File: src/rtl/mw_eeprom_pkg.sv
package mw_eeprom_pkg;
  typedef enum logic [2:0] {
    ST_IDLE,
    ST_HEAD,
    ST_DATA,
    ST_READ,
    ST_DONE
  } dec_state_t;

  localparam logic [1:0] OP_EXT   = 2'b00;
  localparam logic [1:0] OP_WRITE = 2'b01;
  localparam logic [1:0] OP_READ  = 2'b10;
  localparam logic [1:0] OP_ERASE = 2'b11;

  localparam logic [1:0] SUB_LOCK   = 2'b00;
  localparam logic [1:0] SUB_FILL   = 2'b01;
  localparam logic [1:0] SUB_CLEAR  = 2'b10;
  localparam logic [1:0] SUB_UNLOCK = 2'b11;
endpackage

File: src/rtl/mw_pin_sync.sv
module mw_pin_sync #(
  parameter int STAGES = 2
) (
  input  logic clk,
  input  logic rst,
  input  logic cs_i,
  input  logic sk_i,
  input  logic di_i,
  output logic cs_s,
  output logic di_s,
  output logic sk_rise,
  output logic cs_fall
);
  logic [STAGES-1:0] cs_p, sk_p, di_p;
  logic sk_q, cs_q;

  always_ff @(posedge clk) begin
    if (rst) begin
      cs_p <= '0;
      sk_p <= '0;
      di_p <= '0;
      sk_q <= 1'b0;
      cs_q <= 1'b0;
    end else begin
      cs_p <= (cs_p << 1) | STAGES'(cs_i);
      sk_p <= (sk_p << 1) | STAGES'(sk_i);
      di_p <= (di_p << 1) | STAGES'(di_i);
      sk_q <= sk_p[STAGES-1];
      cs_q <= cs_p[STAGES-1];
    end
  end

  assign cs_s    = cs_p[STAGES-1];
  assign di_s    = di_p[STAGES-1];
  assign sk_rise = sk_p[STAGES-1] & ~sk_q;
  assign cs_fall = cs_q & ~cs_p[STAGES-1];
endmodule

File: src/rtl/mw_word_store.sv
module mw_word_store #(
  parameter int AW = 6,
  parameter int DW = 16
) (
  input  logic          clk,
  input  logic          we,
  input  logic [AW-1:0] addr,
  input  logic [DW-1:0] wdata,
  output logic [DW-1:0] rdata
);
  localparam int DEPTH = 1 << AW;

  logic [DW-1:0] mem [DEPTH];

  always_ff @(posedge clk) begin
    if (we) mem[addr] <= wdata;
    rdata <= mem[addr];
  end
endmodule

File: src/rtl/mw_prog_engine.sv
module mw_prog_engine #(
  parameter int AW          = 6,
  parameter int DW          = 16,
  parameter int BUSY_CYCLES = 200
) (
  input  logic          clk,
  input  logic          rst,
  input  logic          start,
  input  logic          all,
  input  logic [AW-1:0] addr,
  input  logic [DW-1:0] data,
  output logic          we,
  output logic [AW-1:0] waddr,
  output logic [DW-1:0] wdata,
  output logic          busy
);
  localparam int BCW = $clog2(BUSY_CYCLES + 1);
  localparam logic [AW-1:0] LAST = {AW{1'b1}};

  logic           act, all_r;
  logic [BCW-1:0] bcnt;

  always_ff @(posedge clk) begin
    if (rst) begin
      act   <= 1'b0;
      all_r <= 1'b0;
      waddr <= '0;
      wdata <= '0;
      bcnt  <= '0;
    end else if (start) begin
      act   <= 1'b1;
      all_r <= all;
      waddr <= all ? '0 : addr;
      wdata <= data;
      bcnt  <= BCW'(BUSY_CYCLES);
    end else begin
      if (bcnt != '0) bcnt <= bcnt - 1'b1;
      if (act) begin
        if (!all_r || waddr == LAST) act <= 1'b0;
        else waddr <= waddr + 1'b1;
      end
    end
  end

  assign we   = act;
  assign busy = act | (bcnt != '0);
endmodule

File: src/rtl/mw_cmd_decoder.sv
module mw_cmd_decoder
  import mw_eeprom_pkg::*;
#(
  parameter int AW = 6,
  parameter int DW = 16
) (
  input  logic          clk,
  input  logic          rst,
  input  logic          cs_s,
  input  logic          di_s,
  input  logic          sk_rise,
  input  logic          cs_fall,
  input  logic          busy,
  input  logic [DW-1:0] rdata,
  output logic [AW-1:0] rd_addr,
  output logic          prog_start,
  output logic          prog_all,
  output logic [AW-1:0] prog_addr,
  output logic [DW-1:0] prog_data,
  output logic          wen,
  output logic          st_idle,
  output logic          dout
);
  localparam int HW   = 2 + AW;
  localparam int CNTW = $clog2(HW + DW + 1);

  dec_state_t      state;
  logic [HW-1:0]   hdr;
  logic [CNTW-1:0] cnt;
  logic [DW-1:0]   dsh, rsh;
  logic [1:0]      ld_pipe;
  logic            pend;

  logic [HW-1:0] hdr_n;
  logic [DW-1:0] dsh_n;
  logic [1:0]    op_n, sub_n;
  logic [AW-1:0] adr_n;

  always_comb begin
    hdr_n = {hdr[HW-2:0], di_s};
    dsh_n = {dsh[DW-2:0], di_s};
    op_n  = hdr_n[HW-1:HW-2];
    sub_n = hdr_n[AW-1:AW-2];
    adr_n = hdr_n[AW-1:0];
  end

  always_ff @(posedge clk) begin
    if (rst) begin
      state     <= ST_IDLE;
      hdr       <= '0;
      cnt       <= '0;
      dsh       <= '0;
      rsh       <= '0;
      ld_pipe   <= '0;
      pend      <= 1'b0;
      prog_all  <= 1'b0;
      prog_addr <= '0;
      prog_data <= '0;
      rd_addr   <= '0;
      wen       <= 1'b0;
      dout      <= 1'b0;
    end else begin
      ld_pipe <= {ld_pipe[0], 1'b0};
      if (ld_pipe[1]) rsh <= rdata;
      if (!cs_s) begin
        state <= ST_IDLE;
        dout  <= 1'b0;
        if (cs_fall) pend <= 1'b0;
      end else begin
        unique case (state)
          ST_IDLE: begin
            dout <= ~busy;
            if (sk_rise && di_s && !busy) begin
              state <= ST_HEAD;
              cnt   <= '0;
              dout  <= 1'b0;
            end
          end
          ST_HEAD: if (sk_rise) begin
            hdr <= hdr_n;
            cnt <= cnt + 1'b1;
            if (cnt == CNTW'(HW - 1)) begin
              cnt <= '0;
              unique case (op_n)
                OP_READ: begin
                  state   <= ST_READ;
                  rd_addr <= adr_n;
                  ld_pipe <= 2'b01;
                  dout    <= 1'b0;
                end
                OP_WRITE: begin
                  state     <= ST_DATA;
                  prog_all  <= 1'b0;
                  prog_addr <= adr_n;
                end
                OP_ERASE: begin
                  state     <= ST_DONE;
                  pend      <= wen;
                  prog_all  <= 1'b0;
                  prog_addr <= adr_n;
                  prog_data <= '1;
                end
                default: begin
                  unique case (sub_n)
                    SUB_UNLOCK: begin wen <= 1'b1; state <= ST_DONE; end
                    SUB_LOCK:   begin wen <= 1'b0; state <= ST_DONE; end
                    SUB_CLEAR: begin
                      state     <= ST_DONE;
                      pend      <= wen;
                      prog_all  <= 1'b1;
                      prog_data <= '1;
                    end
                    default: begin
                      state    <= ST_DATA;
                      prog_all <= 1'b1;
                    end
                  endcase
                end
              endcase
            end
          end
          ST_DATA: if (sk_rise) begin
            dsh <= dsh_n;
            cnt <= cnt + 1'b1;
            if (cnt == CNTW'(DW - 1)) begin
              state     <= ST_DONE;
              pend      <= wen;
              prog_data <= dsh_n;
            end
          end
          ST_READ: if (sk_rise) begin
            dout <= rsh[DW-1];
            rsh  <= {rsh[DW-2:0], 1'b0};
          end
          default: dout <= 1'b0;
        endcase
      end
    end
  end

  assign prog_start = cs_fall & pend;
  assign st_idle    = (state == ST_IDLE);
endmodule

File: src/rtl/mw_eeprom.sv
module mw_eeprom #(
  parameter int ADDR_W      = 8,
  parameter int DATA_W      = 16,
  parameter int BUSY_CYCLES = 200,
  parameter int SYNC_STAGES = 2
) (
  input  logic clk,
  input  logic rst,
  input  logic cs,
  input  logic sck,
  input  logic sdi,
  output logic sdo
);
  logic              cs_s, di_s, sk_rise, cs_fall;
  logic              busy, wen, st_idle, prog_start, prog_all;
  logic              ram_we;
  logic [ADDR_W-1:0] rd_addr, prog_addr, eng_addr, ram_addr;
  logic [DATA_W-1:0] prog_data, eng_data, rdata;

  mw_pin_sync #(.STAGES(SYNC_STAGES)) u_sync (
    .clk(clk), .rst(rst), .cs_i(cs), .sk_i(sck), .di_i(sdi),
    .cs_s(cs_s), .di_s(di_s), .sk_rise(sk_rise), .cs_fall(cs_fall)
  );

  mw_cmd_decoder #(.AW(ADDR_W), .DW(DATA_W)) u_dec (
    .clk(clk), .rst(rst), .cs_s(cs_s), .di_s(di_s), .sk_rise(sk_rise),
    .cs_fall(cs_fall), .busy(busy), .rdata(rdata), .rd_addr(rd_addr),
    .prog_start(prog_start), .prog_all(prog_all), .prog_addr(prog_addr),
    .prog_data(prog_data), .wen(wen), .st_idle(st_idle), .dout(sdo)
  );

  mw_prog_engine #(.AW(ADDR_W), .DW(DATA_W), .BUSY_CYCLES(BUSY_CYCLES)) u_eng (
    .clk(clk), .rst(rst), .start(prog_start), .all(prog_all),
    .addr(prog_addr), .data(prog_data), .we(ram_we), .waddr(eng_addr),
    .wdata(eng_data), .busy(busy)
  );

  assign ram_addr = ram_we ? eng_addr : rd_addr;

  mw_word_store #(.AW(ADDR_W), .DW(DATA_W)) u_mem (
    .clk(clk), .we(ram_we), .addr(ram_addr), .wdata(eng_data), .rdata(rdata)
  );
endmodule

File: config.mk
export PLATFORM = sky130hd
export DESIGN_NAME = mw_eeprom
export DESIGN_NICKNAME = d
export VERILOG_FILES = /design/src/rtl/mw_eeprom_pkg.sv /design/src/rtl/mw_pin_sync.sv /design/src/rtl/mw_word_store.sv /design/src/rtl/mw_prog_engine.sv /design/src/rtl/mw_cmd_decoder.sv /design/src/rtl/mw_eeprom.sv
export SDC_FILE = /design/constraint.sdc
export NUM_CORES = 2
export LEC_CHECK = 0
export BUFFER_PORTS_ARGS = -buffer_cell sky130_fd_sc_hd__buf_2
export CELL_PAD_IN_SITES_DETAIL_PLACEMENT = 1
export CELL_PAD_IN_SITES_GLOBAL_PLACEMENT = 1
export CORE_ASPECT_RATIO = 1.25
export CORE_MARGIN = 1.5
export CORE_UTILIZATION = 50
export CTS_BUF_LIST = sky130_fd_sc_hd__clkbuf_8
export CTS_CLUSTER_DIAMETER = 30
export DETAILED_ROUTE_END_ITERATION = 8
export GPL_ROUTABILITY_DRIVEN = 1
export MAX_ROUTING_LAYER = met4
export PLACE_DENSITY_LB_ADDON = 0.1
export SYNTH_ARGS = -nofsm -noshare
export SYNTH_HDL_FRONTEND = slang
export SYNTH_SLANG_ARGS = --single-unit
File: constraint.sdc
create_clock -name clk -period 12.93 [get_ports clk]
set_clock_uncertainty 0.15 [all_clocks]
set_input_delay 0.6465 -clock clk [delete_from_list [all_inputs] [get_ports clk]]
set_output_delay 0.6465 -clock clk [all_outputs]
set_load 0.05 [all_outputs]
==> reports/metrics.yaml <==
yosys-top-cells-area: "edfxtp_1 76%, mux2i_1 8.2%, mux4_2 5.3%, o22ai_1 2.5%, dfxtp_1 1.8%"
seq_area_frac_synth_pct: 77.9
io_pins: 6
power_leakage_uw: 0.0564
clock_latency_ns: 1.25
relSlewSlack_pct: 2.17
final_antenna_net_count: 0
synth_flop_cell: "edfxtp_1"
rsz0062_at_grt: "no"
status: "finished clean"
chipHeight_um: 639
stdcell_count: 14000
clock_path_buffers: 4
path_clk_slew_ns: 0.06
vias: 86800
worstSetupPathType: "flop to flop"
tightestPinTransition_ns: 1.47
hpwl_mm: 277
avgSynthCellArea_um2: 19.0
core_mm2: 0.322
grt_pass1_vias: 90900
power_uw: 27000
antenna_found_initial: 25
syn-num-nets: 8507
nNetsFinal: 9137
tns_ns: 0
drv_cap: 0
reg2reg_depth: 10
fp.dieW_um: 512
cts_htree_levels: 6
clock.fmax_mhz: 153
startpoint_type: "flop"
dp.cells: 12600
yosysTopAreaCell: "edfxtp_1"
synth_seq_cells: 4240
synth_cells: 8490
dp_slack_ns: 6.33
yosysMostFrequentCell: "edfxtp_1"
cp_data_arrival_time_ns: 7.51
finalHoldViolations: 0
min_period_ns: 6.56
vdd_ir_drop_max_v: 0.000120
drt-total-wl_mm: 475
timing.final.ws_setup_ns: 6.37
endpoint_kind: "flop"
clock-sinks: 4240
synthTopCellsByCount: "4096 x edfxtp_1, 1318 x mux2i_1, 640 x o22ai_1"
cts_root_buf: "clkbuf_8"
cp_max_fo: 84
drv_slew: 0
postCtsHoldBufs: 7
place_congestion: 0.846
ys_types: 54
grt_pass1_wl_mm: 676
via_per_inst: 6.22
routedWlPerCell_um: 34.0
die_area_mm2: 0.327
setup_viol: 0
cts_buffers: 716
yosys_warnings: 0
required_ns: 13.89
synth_edf_count: 4096
gr-usage-all-layers_pct: 29.8
rows: 233
cts_resized: 0
cts_tree: "done"
drc: 0
hold_path_class: "flop to flop"
min_path_cells: 1
start_util_pct: 50.2
postCtsSetupBuffers: 0
powerDensity_mw_per_mm2: 147
period_share_pct: 50.7
grt-ovfl-total: 0
synth_top_area_share_pct: 76.1
synthesis.area_mm2: 0.162
drt_pass1_iterations: 5
async_reset_ff_share_pct: 0
io_buffers: 5
syn2layout_area_growth_pct: 13.6
drtIter0Drc: 8939
layout-drive-gt1-share_pct: 20.6
grt_max_degree: 178
## cell usage in the layout, fill, tap and decap left out, types with 43 or more instances in the layout
| cell | netlist | layout |
|---|---|---|
| o22ai_1 | 640 | 640 |
| mux2i_1 | 1318 | 1318 |
| nor2_2 | 1 | 53 |
| buf_4 | 5 | 407 |
| nor3_1 | 86 | 43 |
| clkbuf_8 | 0 | 737 |
| mux4_2 | 384 | 384 |
| nand2_1 | 283 | 262 |
| inv_1 | 18 | 189 |
| clkinv_1 | 0 | 144 |
| clkinvlp_4 | 0 | 52 |
| o41ai_1 | 160 | 122 |
| clkinv_2 | 0 | 85 |
| nand4_1 | 101 | 101 |
| a22oi_1 | 128 | 128 |
| dfxtp_1 | 144 | 127 |
| a21oi_1 | 148 | 144 |
| edfxtp_1 | 4096 | 4096 |
| nor2_1 | 296 | 244 |
| bufinv_16 | 0 | 55 |
## cell families (layout without fill, tap and decap cells)
| group | after synthesis | count (layout) | synth area share [%] |
|---|---|---|---|
| xor+xnor | 13 | 13 | 0.0704 |
| buf+inv | 540 | 1755 | 1.41 |
| compound gates | 1138 | 1138 | 4.68 |
| mux | 1705 | 1705 | 13.5 |
| simple gates | 842 | 842 | 2.35 |
| other cells | 0 | 16 | 0 |
| flops | 4240 | 4240 | 77.9 |
| fa+ha+maj | 12 | 12 | 0.0929 |
## flip-flops by register name, summed over array words and instances, names as in the netlist, 2 cells and up
| register | count |
|---|---|
| u_eng.waddr | 8 |
| u_sync.cs_p | 2 |
| u_dec.rd_addr | 8 |
| u_eng.bcnt | 8 |
| u_sync.sk_p | 2 |
| u_sync.di_p | 2 |
| u_mem.rdata | 16 |
| u_mem.mem | 4096 |
| u_dec.cnt | 5 |
| u_eng.wdata | 16 |
| u_dec.prog_addr | 8 |
| u_dec.state | 3 |
| u_dec.rsh | 16 |
| u_dec.dsh | 15 |
| u_dec.hdr | 9 |
| u_dec.ld_pipe | 2 |
| u_dec.prog_data | 16 |
## path summary, 6_finish.rpt
path | start | slack [ns] | to
setup / recovery | u_eng.waddr[0] | 6.37 | u_mem.rdata[15]
hold reg to reg | u_sync.cs_p[0] | 0.29 | u_sync.cs_p[1]
setup reg to reg | u_eng.waddr[0] | 6.37 | u_mem.rdata[15]
hold / removal | u_sync.cs_p[0] | 0.29 | u_sync.cs_p[1]
## power breakdown
| part | switching [uW] | internal (uW) | total (uW) |
|---|---|---|---|
| logic | 37.2 | 25.2 | 62.4 |
| registers | 7.81 | 14800 | 14800 |
| clock network | 5640 | 6480 | 12100 |
## cell type report
class	count	area, um^2
clock inverters	566	4270
inverters	18	67.6
well taps	4230	5290
clock buffers	737	10100
multi-input cells	3710	34400
diodes	16	40.0
fillers	28200	138000
repair buffers	434	3470
flip-flops and latches	4240	126000
## worst max-delay path: stages, from the launching register on
cell,delay (ns)
dfxtp_1,0.52
mux2_8,0.75
buf_12,0.57
buf_4,0.83
buf_4,0.54
mux4_2,0.55
a22oi_1,0.26
a21oi_1,0.11
a21oi_1,0.93
nand4_1,0.56
and4_1,0.40
## per-layer routing
layer | global-route usage (%) | vias to the layer above | routed length, um
li1 | - | 36200 | -
met1 | 38.2 | 46600 | 191000
met2 | 48.8 | 3105 | 238000
met3 | 4.47 | 796 | 28600
met4 | 10.1 | 0 | 17000
met5 | - | - | 0
## per-stage QoR
stage	cell area [um^2]	hold WS [ns]	utilization, %
final	184000	0.286	57.1
after global routing	184000	0.307	57.1
after detailed placement	169000	0.275	52.6
after global placement	169000	0.270	52.5
after CTS	184000	0.276	57.0
after floorplan	162000	0.256	-
Power figures use the tool's default switching activity.
